## src/rtl/harq_rx_pkg.sv

```systemverilog
package harq_rx_pkg;

  // Hamming check bits needed to cover d data bits
  function automatic int chkBits(input int d);
    int r;
    r = 1;
    while ((1 << r) < d + r + 1) r++;
    return r;
  endfunction

  function automatic bit isPow2(input int p);
    return (p > 0) && ((p & (p - 1)) == 0);
  endfunction

  // codeword position of data bit k (positions that are not powers of two)
  function automatic int dataPos(input int k);
    int cnt;
    int res;
    cnt = 0;
    res = 0;
    for (int p = 1; p < k + 64; p++) begin
      if (!isPow2(p)) begin
        if (cnt == k && res == 0) res = p;
        cnt++;
      end
    end
    return res;
  endfunction

  typedef enum logic [2:0] {
    ST_IDLE, ST_ROWDEC, ST_WAIT_PARITY, ST_ITERATE, ST_DONE
  } rx_state_t;

  typedef struct packed {
    logic captureFlit;
    logic emitAck;
    logic ackIsNack;
    logic loadRowBuf;
    logic emitRowOut;
    logic loadColPar;
    logic startIter;
    logic emitIterOut;
  } rx_strobes_t;

endpackage

```

## src/rtl/secded_row_dec.sv

```systemverilog
module secded_row_dec #(
  parameter int DATA_W = 16,
  parameter int CHK_W  = 5,
  parameter int ROW_W  = 22
) (
  input  logic [ROW_W-1:0]  rowIn,
  output logic [ROW_W-1:0]  rowFixed,
  output logic [DATA_W-1:0] dataOut,
  output logic              uncorrectable
);
  import harq_rx_pkg::*;

  logic [CHK_W-1:0] syn;
  logic             par;

  always_comb begin
    syn = '0;
    for (int p = 1; p < ROW_W; p++) begin
      if (rowIn[p]) syn = syn ^ CHK_W'(p);
    end
    par = ^rowIn;
    uncorrectable = (!par && syn != '0) || (par && int'(syn) >= ROW_W);
    for (int p = 0; p < ROW_W; p++) begin
      rowFixed[p] = rowIn[p] ^ (par && syn == CHK_W'(p));
    end
  end

  for (genvar k = 0; k < DATA_W; k++) begin : g_data
    assign dataOut[k] = rowFixed[dataPos(k)];
  end

endmodule

```

## src/rtl/rx_row_dp.sv

```systemverilog
module rx_row_dp #(
  parameter int ROWS     = 4,
  parameter int DATA_W   = 16,
  parameter int CHK_W    = 5,
  parameter int ROW_W    = 22,
  parameter int FLIT_W   = 88,
  parameter int MSG_W    = 64,
  parameter int COLPAR_W = 66
) (
  input  logic                      clk,
  input  logic                      rstN,
  input  harq_rx_pkg::rx_strobes_t  st,
  input  logic [FLIT_W-1:0]         rxFlit,
  input  logic [MSG_W-1:0]          iterData,
  input  logic                      iterOk,
  output logic                      anyUncorr,
  output logic                      ackValid,
  output logic [2:0]                ackNack,
  output logic                      outValid,
  output logic [MSG_W-1:0]          outData,
  output logic                      outErr,
  output logic                      iterStart,
  output logic [FLIT_W-1:0]         iterRows,
  output logic [COLPAR_W-1:0]       iterColPar
);

  logic [FLIT_W-1:0] flitReg;
  logic [FLIT_W-1:0] fixedFlat;
  logic [MSG_W-1:0]  corrData;
  logic [ROWS-1:0]   badVec;

  for (genvar r = 0; r < ROWS; r++) begin : g_row
    logic [ROW_W-1:0]  recv;
    logic [ROW_W-1:0]  fixed;
    logic [DATA_W-1:0] data;
    logic              bad;
    for (genvar p = 0; p < ROW_W; p++) begin : g_bit
      assign recv[p] = flitReg[p*ROWS + r];
    end
    secded_row_dec #(.DATA_W(DATA_W), .CHK_W(CHK_W), .ROW_W(ROW_W)) i_dec (
      .rowIn(recv), .rowFixed(fixed), .dataOut(data), .uncorrectable(bad)
    );
    assign fixedFlat[r*ROW_W +: ROW_W]  = fixed;
    assign corrData[r*DATA_W +: DATA_W] = data;
    assign badVec[r]                     = bad;
  end

  assign anyUncorr = |badVec;

  always_ff @(posedge clk) begin
    if (!rstN) begin
      flitReg    <= '0;
      iterRows   <= '0;
      iterColPar <= '0;
      ackValid   <= 1'b0;
      ackNack    <= '0;
      outValid   <= 1'b0;
      outData    <= '0;
      outErr     <= 1'b0;
      iterStart  <= 1'b0;
    end else begin
      if (st.captureFlit) flitReg <= rxFlit;
      if (st.loadRowBuf)  iterRows <= fixedFlat;
      if (st.loadColPar)  iterColPar <= rxFlit[COLPAR_W-1:0];
      ackValid  <= st.emitAck;
      ackNack   <= st.emitAck ? {3{st.ackIsNack}} : 3'b000;
      outValid  <= st.emitRowOut | st.emitIterOut;
      iterStart <= st.startIter;
      if (st.emitRowOut) begin
        outData <= corrData;
        outErr  <= 1'b0;
      end else if (st.emitIterOut) begin
        outData <= iterData;
        outErr  <= !iterOk;
      end
    end
  end

  // the start request to the iterative decoder is a single-cycle pulse
  a_r5_start_pulse: assert property (@(posedge clk) disable iff (!rstN)
    iterStart |=> !iterStart);

endmodule

```

## src/rtl/rx_row_ctrl.sv

```systemverilog
module rx_row_ctrl (
  input  logic                      clk,
  input  logic                      rstN,
  input  logic                      rxValid,
  input  logic                      anyUncorr,
  input  logic                      iterDone,
  output harq_rx_pkg::rx_strobes_t  st
);
  import harq_rx_pkg::*;

  rx_state_t state, nextState;

  always_comb begin
    st        = '0;
    nextState = state;
    unique case (state)
      ST_IDLE, ST_DONE: begin
        if (rxValid) begin
          st.captureFlit = 1'b1;
          nextState      = ST_ROWDEC;
        end else begin
          nextState = ST_IDLE;
        end
      end
      ST_ROWDEC: begin
        st.emitAck = 1'b1;
        if (anyUncorr) begin
          st.ackIsNack  = 1'b1;
          st.loadRowBuf = 1'b1;
          nextState     = ST_WAIT_PARITY;
        end else begin
          st.emitRowOut = 1'b1;
          nextState     = ST_DONE;
        end
      end
      ST_WAIT_PARITY: begin
        if (rxValid) begin
          st.loadColPar = 1'b1;
          st.startIter  = 1'b1;
          nextState     = ST_ITERATE;
        end
      end
      ST_ITERATE: begin
        if (iterDone) begin
          st.emitIterOut = 1'b1;
          nextState      = ST_DONE;
        end
      end
      default: nextState = ST_IDLE;
    endcase
  end

  always_ff @(posedge clk) begin
    if (!rstN) state <= ST_IDLE;
    else       state <= nextState;
  end

  // only one response per flit; none while parity or iteration is pending
  a_r5_one_response: assert property (@(posedge clk) disable iff (!rstN)
    (state == ST_WAIT_PARITY || state == ST_ITERATE) |-> !st.emitAck);

  // nothing is captured while the iterative decoder runs
  a_r7_busy_ignores: assert property (@(posedge clk) disable iff (!rstN)
    (state == ST_ITERATE) |-> !(st.captureFlit || st.loadColPar));

  // a negative acknowledge is always followed by the parity wait
  a_r4_nack_waits: assert property (@(posedge clk) disable iff (!rstN)
    (st.emitAck && st.ackIsNack) |=> (state == ST_WAIT_PARITY));

endmodule

```

## src/rtl/harq_row_rx.sv

```systemverilog
module harq_row_rx #(
  parameter  int ROWS     = 4,
  parameter  int DATA_W   = 16,
  localparam int CHK_W    = harq_rx_pkg::chkBits(DATA_W),
  localparam int ROW_W    = DATA_W + CHK_W + 1,
  localparam int FLIT_W   = ROWS * ROW_W,
  localparam int MSG_W    = ROWS * DATA_W,
  localparam int COLPAR_W = ROW_W * harq_rx_pkg::chkBits(ROWS)
) (
  input  logic                clk,
  input  logic                rstN,
  input  logic                rxValid,
  input  logic [FLIT_W-1:0]   rxFlit,
  output logic                ackValid,
  output logic [2:0]          ackNack,
  output logic                outValid,
  output logic [MSG_W-1:0]    outData,
  output logic                outErr,
  output logic                iterStart,
  output logic [FLIT_W-1:0]   iterRows,
  output logic [COLPAR_W-1:0] iterColPar,
  input  logic                iterDone,
  input  logic                iterOk,
  input  logic [MSG_W-1:0]    iterData
);
  import harq_rx_pkg::*;

  rx_strobes_t st;
  logic        anyUncorr;

  rx_row_ctrl i_ctrl (
    .clk(clk), .rstN(rstN), .rxValid(rxValid), .anyUncorr(anyUncorr),
    .iterDone(iterDone), .st(st)
  );

  rx_row_dp #(
    .ROWS(ROWS), .DATA_W(DATA_W), .CHK_W(CHK_W), .ROW_W(ROW_W),
    .FLIT_W(FLIT_W), .MSG_W(MSG_W), .COLPAR_W(COLPAR_W)
  ) i_dp (
    .clk(clk), .rstN(rstN), .st(st), .rxFlit(rxFlit), .iterData(iterData),
    .iterOk(iterOk), .anyUncorr(anyUncorr), .ackValid(ackValid),
    .ackNack(ackNack), .outValid(outValid), .outData(outData), .outErr(outErr),
    .iterStart(iterStart), .iterRows(iterRows), .iterColPar(iterColPar)
  );

  // a positive acknowledge comes with a clean message
  a_r3_ack_with_output: assert property (@(posedge clk) disable iff (!rstN)
    (ackValid && ackNack == 3'b000) |-> (outValid && !outErr));

  // a negative acknowledge never comes with a message
  a_r4_nack_no_output: assert property (@(posedge clk) disable iff (!rstN)
    (ackValid && ackNack == 3'b111) |-> !outValid);

  // the three response wires agree
  a_r6_ack_triplet: assert property (@(posedge clk) disable iff (!rstN)
    ackValid |-> (ackNack == 3'b000 || ackNack == 3'b111));

  // after reset nothing is asserted
  a_r10_reset_quiet: assert property (@(posedge clk)
    $past(!rstN) |-> !(ackValid || outValid || iterStart));

endmodule

```

## config.mk

```make
export PLATFORM = sky130hd
export DESIGN_NAME = harq_row_rx
export DESIGN_NICKNAME = d
export VERILOG_FILES = /design/src/rtl/harq_rx_pkg.sv /design/src/rtl/secded_row_dec.sv /design/src/rtl/rx_row_dp.sv /design/src/rtl/rx_row_ctrl.sv /design/src/rtl/harq_row_rx.sv
export SDC_FILE = /design/constraint.sdc
export NUM_CORES = 1
export LEC_CHECK = 0
export BUFFER_PORTS_ARGS = -buffer_cell sky130_fd_sc_hd__buf_4
export CAP_MARGIN = 20
export CORE_MARGIN = 2
export CORE_UTILIZATION = 40
export DETAILED_ROUTE_END_ITERATION = 10
export SETUP_SLACK_MARGIN = 0.4
export SYNTH_ARGS = -nofsm -noshare
export SYNTH_HDL_FRONTEND = slang
export SYNTH_SLANG_ARGS = --single-unit
```

## constraint.sdc

```tcl
create_clock -name clk -period 3.7 [get_ports clk]
set_clock_uncertainty 0.1 [all_clocks]
set_input_delay 0.74 -clock clk [delete_from_list [all_inputs] [get_ports clk]]
set_output_delay 0.74 -clock clk [all_outputs]
set_load 0.1 [all_outputs]
```

==> run_results.csv <==
group,metric,value,unit
cts,hold_buffers,0,
floorplanning,die_area,37630,um^2
logic_synthesis,synth_xor_area_frac,0.1602,
global_route,busiest_layer,"met2",
critical_path,required,4.03,ns
logic_synthesis,yosysTopAreaCell,"dfxtp_1",
logic_synthesis,ys_ff_latch,314,
logic_synthesis,synthDistinctLibCells,49,
global_route,use_met2,0.4103,
floorplanning,die_h,194.0,um
route,via_per_inst,5.235,
logic_synthesis,synth_edf_count,0,
logic_synthesis,ys_seq_area_frac,0.4354,
global_route,grt_max_degree,144,
global_route,grt_pass1_wl,76.23,mm
route,antenna_left,0,
logic_synthesis,yosysTopAreaCellShare,0.4354,
timing,slew_violations,0,
final_layout,layout.nets,2232,
route,drtIter0Drc,793,
logic_synthesis,yosys_warnings,0,
timing,grt_setup_unrepaired,"yes",
timing,timing_hold_violations_final,0,
final_layout,area_delta_synth_final,34.77,%
logic_synthesis,syn_nets,1875,
timing,clock.fmax,0.3037,GHz
global_route,met3_usage,0.04975,
critical_path,crit_type,"reg -> reg",
route,first_pass_iters,5,
global_route,grt_use_met1,0.3476,
floorplanning,placementRows,69,
timing,fin_crit,3.292,ns
timing,fin_tns_setup,0,ns
critical_path,path_cells,"xor3_2, xor3_2, and3_1, nor2_1, o211ai_1, and4b_2, buf_4, a31oi_4, buf_12, buf_4, buf_6, nor2_1, a211oi_1",
logic_synthesis,yosys-top-cells-area,"dfxtp_1 44%, xnor2_1 9.5%, nand2_1 9.3%, a21oi_1 7.0%, nor2_1 4.6%",
critical_path,start_kind,"flop",
placement,dp_hpwl,36.88,mm
logic_synthesis,syn_inst,1718,
critical_path,path_buf_inv,4,
timing,fin_ws,0.4076,ns
critical_path,critPathArrivalTime,3.62,ns
logic_synthesis,synth_top_family_by_area,"simple AND/OR/NAND/NOR gates",
placement,place_ws,0.2681,ns
logic_synthesis,synth-compound-area-share,0.1707,
logic_synthesis,synthFlopType,"dfxtp_1",
route,wl_per_cell,20.17,um
floorplanning,die_x,194.0,um
critical_path,path_max_fanout,14,
final_layout,fillers,3412,
floorplanning,io_pins,382,
floorplanning,start_util,0.4059,
placement,dp.cells,2474,
power,vdd_drop_max,0.0005337,V
critical_path,path_delay_family,"XOR/XNOR gates",
cts,htree_levels,2,
cts,cts_tree,"done",
logic_synthesis,avgSynthCellArea,8.404,um^2
final_layout,fin_util,0.5470,
global_route,antenna_found_initial,1,
cts,cts_buffers,36,
critical_path,cpPeakStageDelay,0.48,ns
logic_synthesis,async_flop_share,0,
final_layout,fin_cells,2562,
timing,worst_pin_slew,0.8648,ns
cts,clock_latency,0.52,ns
status,status,"finished, final reports clean",
power,power.density,903.3,nW/um^2
logic_synthesis,synthMuxAreaShare,0.009620,
global_route,grt_pass1_vias,12975,
power,power_leakage,7.578,nW
timing,slew_headroom,0.4235,
critical_path,setup.worst_path.end_class,"flop",
run,max_cap_violations,0,
route,finalWirelength,51.68,mm
placement,port_buffers,381,
global_route,gr-total-overflow,0,
logic_synthesis,synthAdderAreaFrac,0,
placement,place.gp.congestion,0.9277,
logic_synthesis,yosysMostFrequentCell,"nand2_1",
final_layout,drive_above_1_share,0.2662,
cts,clock-sinks,314,
timing,hold-worst-slack,0.3252,ns
global_route,grt_use_total,0.2546,
cts,clkTransAtPathRegs,0.06,ns
critical_path,critPathSlowestCell,"xor3_2",
route,num_vias,13411,
timing,timing.final.crit_share,0.8898,
logic_synthesis,synth_area,14440,um^2
floorplanning,core,35570,um^2
timing,setup-violations-final,0,
route,drc,0,
logic_synthesis,netlist_top_cells_count,"357 x nand2_1, 314 x dfxtp_1, 203 x a21oi_1",
cts,cts_buffer_depth,3,
min_path,hp-class,"in -> reg",
cts,cts_root_buf,"clkbuf_16",
logic_synthesis,synthSimpleGateAreaFrac,0.1849,
[tightest hold or removal path: stages]
cell and delay [ns]:
buf_4 0.07, nand2_1 0.05, o221ai_2 0.05
[state kept, by name (all words and copies together), names as in the netlist]
signal / flops
i_ctrl.state: 3
i_dp.ackNack: 1
i_dp.ackValid: 1
i_dp.flitReg: 88
i_dp.iterColPar: 66
i_dp.iterRows: 88
i_dp.iterStart: 1
i_dp.outData: 64
i_dp.outErr: 1
i_dp.outValid: 1
[final cells by class]
| type | instances | area, um^2 | area share |
|---|---|---|---|
| antenna | 1 | 2.502 | 0.0001286 |
| clock buffer | 49 | 1021 | 0.05247 |
| clock inverter | 14 | 252.7 | 0.01299 |
| inverter | 20 | 82.58 | 0.004244 |
| multi-input combinational | 1271 | 7755 | 0.3986 |
| sequential | 314 | 6294 | 0.3235 |
| tap | 461 | 576.8 | 0.02964 |
| timing repair buffer | 432 | 3473 | 0.1785 |
[kinds of logic after synthesis]
kind of cell	after synthesis
compound gates	379
buf+inv	133
xor+xnor	227
simple gates	654
mux	11
flops	314
[placed cells by master, fill, tap and decap left out, types with 3 or more instances in the layout]
cell type,Yosys,layout
clkbuf_1,76,7
dfxtp_1,314,308
a211oi_2,0,7
xnor2_2,11,15
o221ai_1,6,6
nand2_1,357,357
inv_1,19,19
nand3_1,52,52
o221ai_2,10,10
buf_4,9,415
buf_12,0,7
clkbuf_8,0,5
or2_2,8,7
xnor3_1,13,12
a21oi_1,203,203
clkinv_2,0,4
and3_1,4,4
nand2b_1,14,14
clkbuf_16,0,42
a211oi_1,88,81
a2bb2oi_1,44,44
and2_1,7,7
mux2i_1,8,8
xnor2_1,157,152
bufinv_16,0,7
nor3_1,26,25
clkinvlp_4,0,3
nor2_4,0,3
nor2_1,178,173
o21ai_0,11,11
xor2_1,41,40
o211ai_1,3,3
o2bb2ai_1,4,4
dfxtp_2,0,6
[through the flow]
step / power [mW] / instance area [um^2]
finish: 17.58 / 19460
floorplan: 11.10 / 14440
global route: 18.33 / 19450
detailed placement: 13.19 / 17720
global placement: 13.13 / 17720
CTS: 17.13 / 19030
[per-layer routing]
layer / vias to the layer above / routed length (um)
li1: 6504 / -
met1: 6397 / 23190
met2: 431 / 23840
met3: 77 / 3377
met4: 2 / 1247
met5: - / 13
[power breakdown]
group | internal (mW) | total (mW) | switching (mW) | leakage [nW]
combinational | 2.72 | 9.35 | 6.63 | 4.40
sequential | 3.94 | 4.37 | 0.429 | 2.56
clock | 2.42 | 3.86 | 1.44 | 0.615
[final timing paths]
path                               startpoint                                to  slack, ns  cells after the start
max             i_dp.flitReg[29]$_SDFFE_PN0P_    i_dp.iterRows[57]$_SDFFE_PN0P_       0.41                     13
min                              iterData[33]     i_dp.outData[33]$_SDFFE_PN0P_       0.33                      3
max reg2reg     i_dp.flitReg[29]$_SDFFE_PN0P_    i_dp.iterRows[57]$_SDFFE_PN0P_       0.41                     13
min reg2reg  i_dp.iterColPar[59]$_SDFFE_PN0P_  i_dp.iterColPar[59]$_SDFFE_PN0P_       0.36                      2
[repair_timing]
item / in CTS / in global routing
setup buffers: 0 / 17
endpoints found under the setup margin: 68 / 153
hold endpoints to repair: 0 / 0
pin swaps: 0 / 10
gates resized for setup: 2 / 36
gates cloned: 1 / 6
Note: power is estimated with default switching activity, not from simulation.
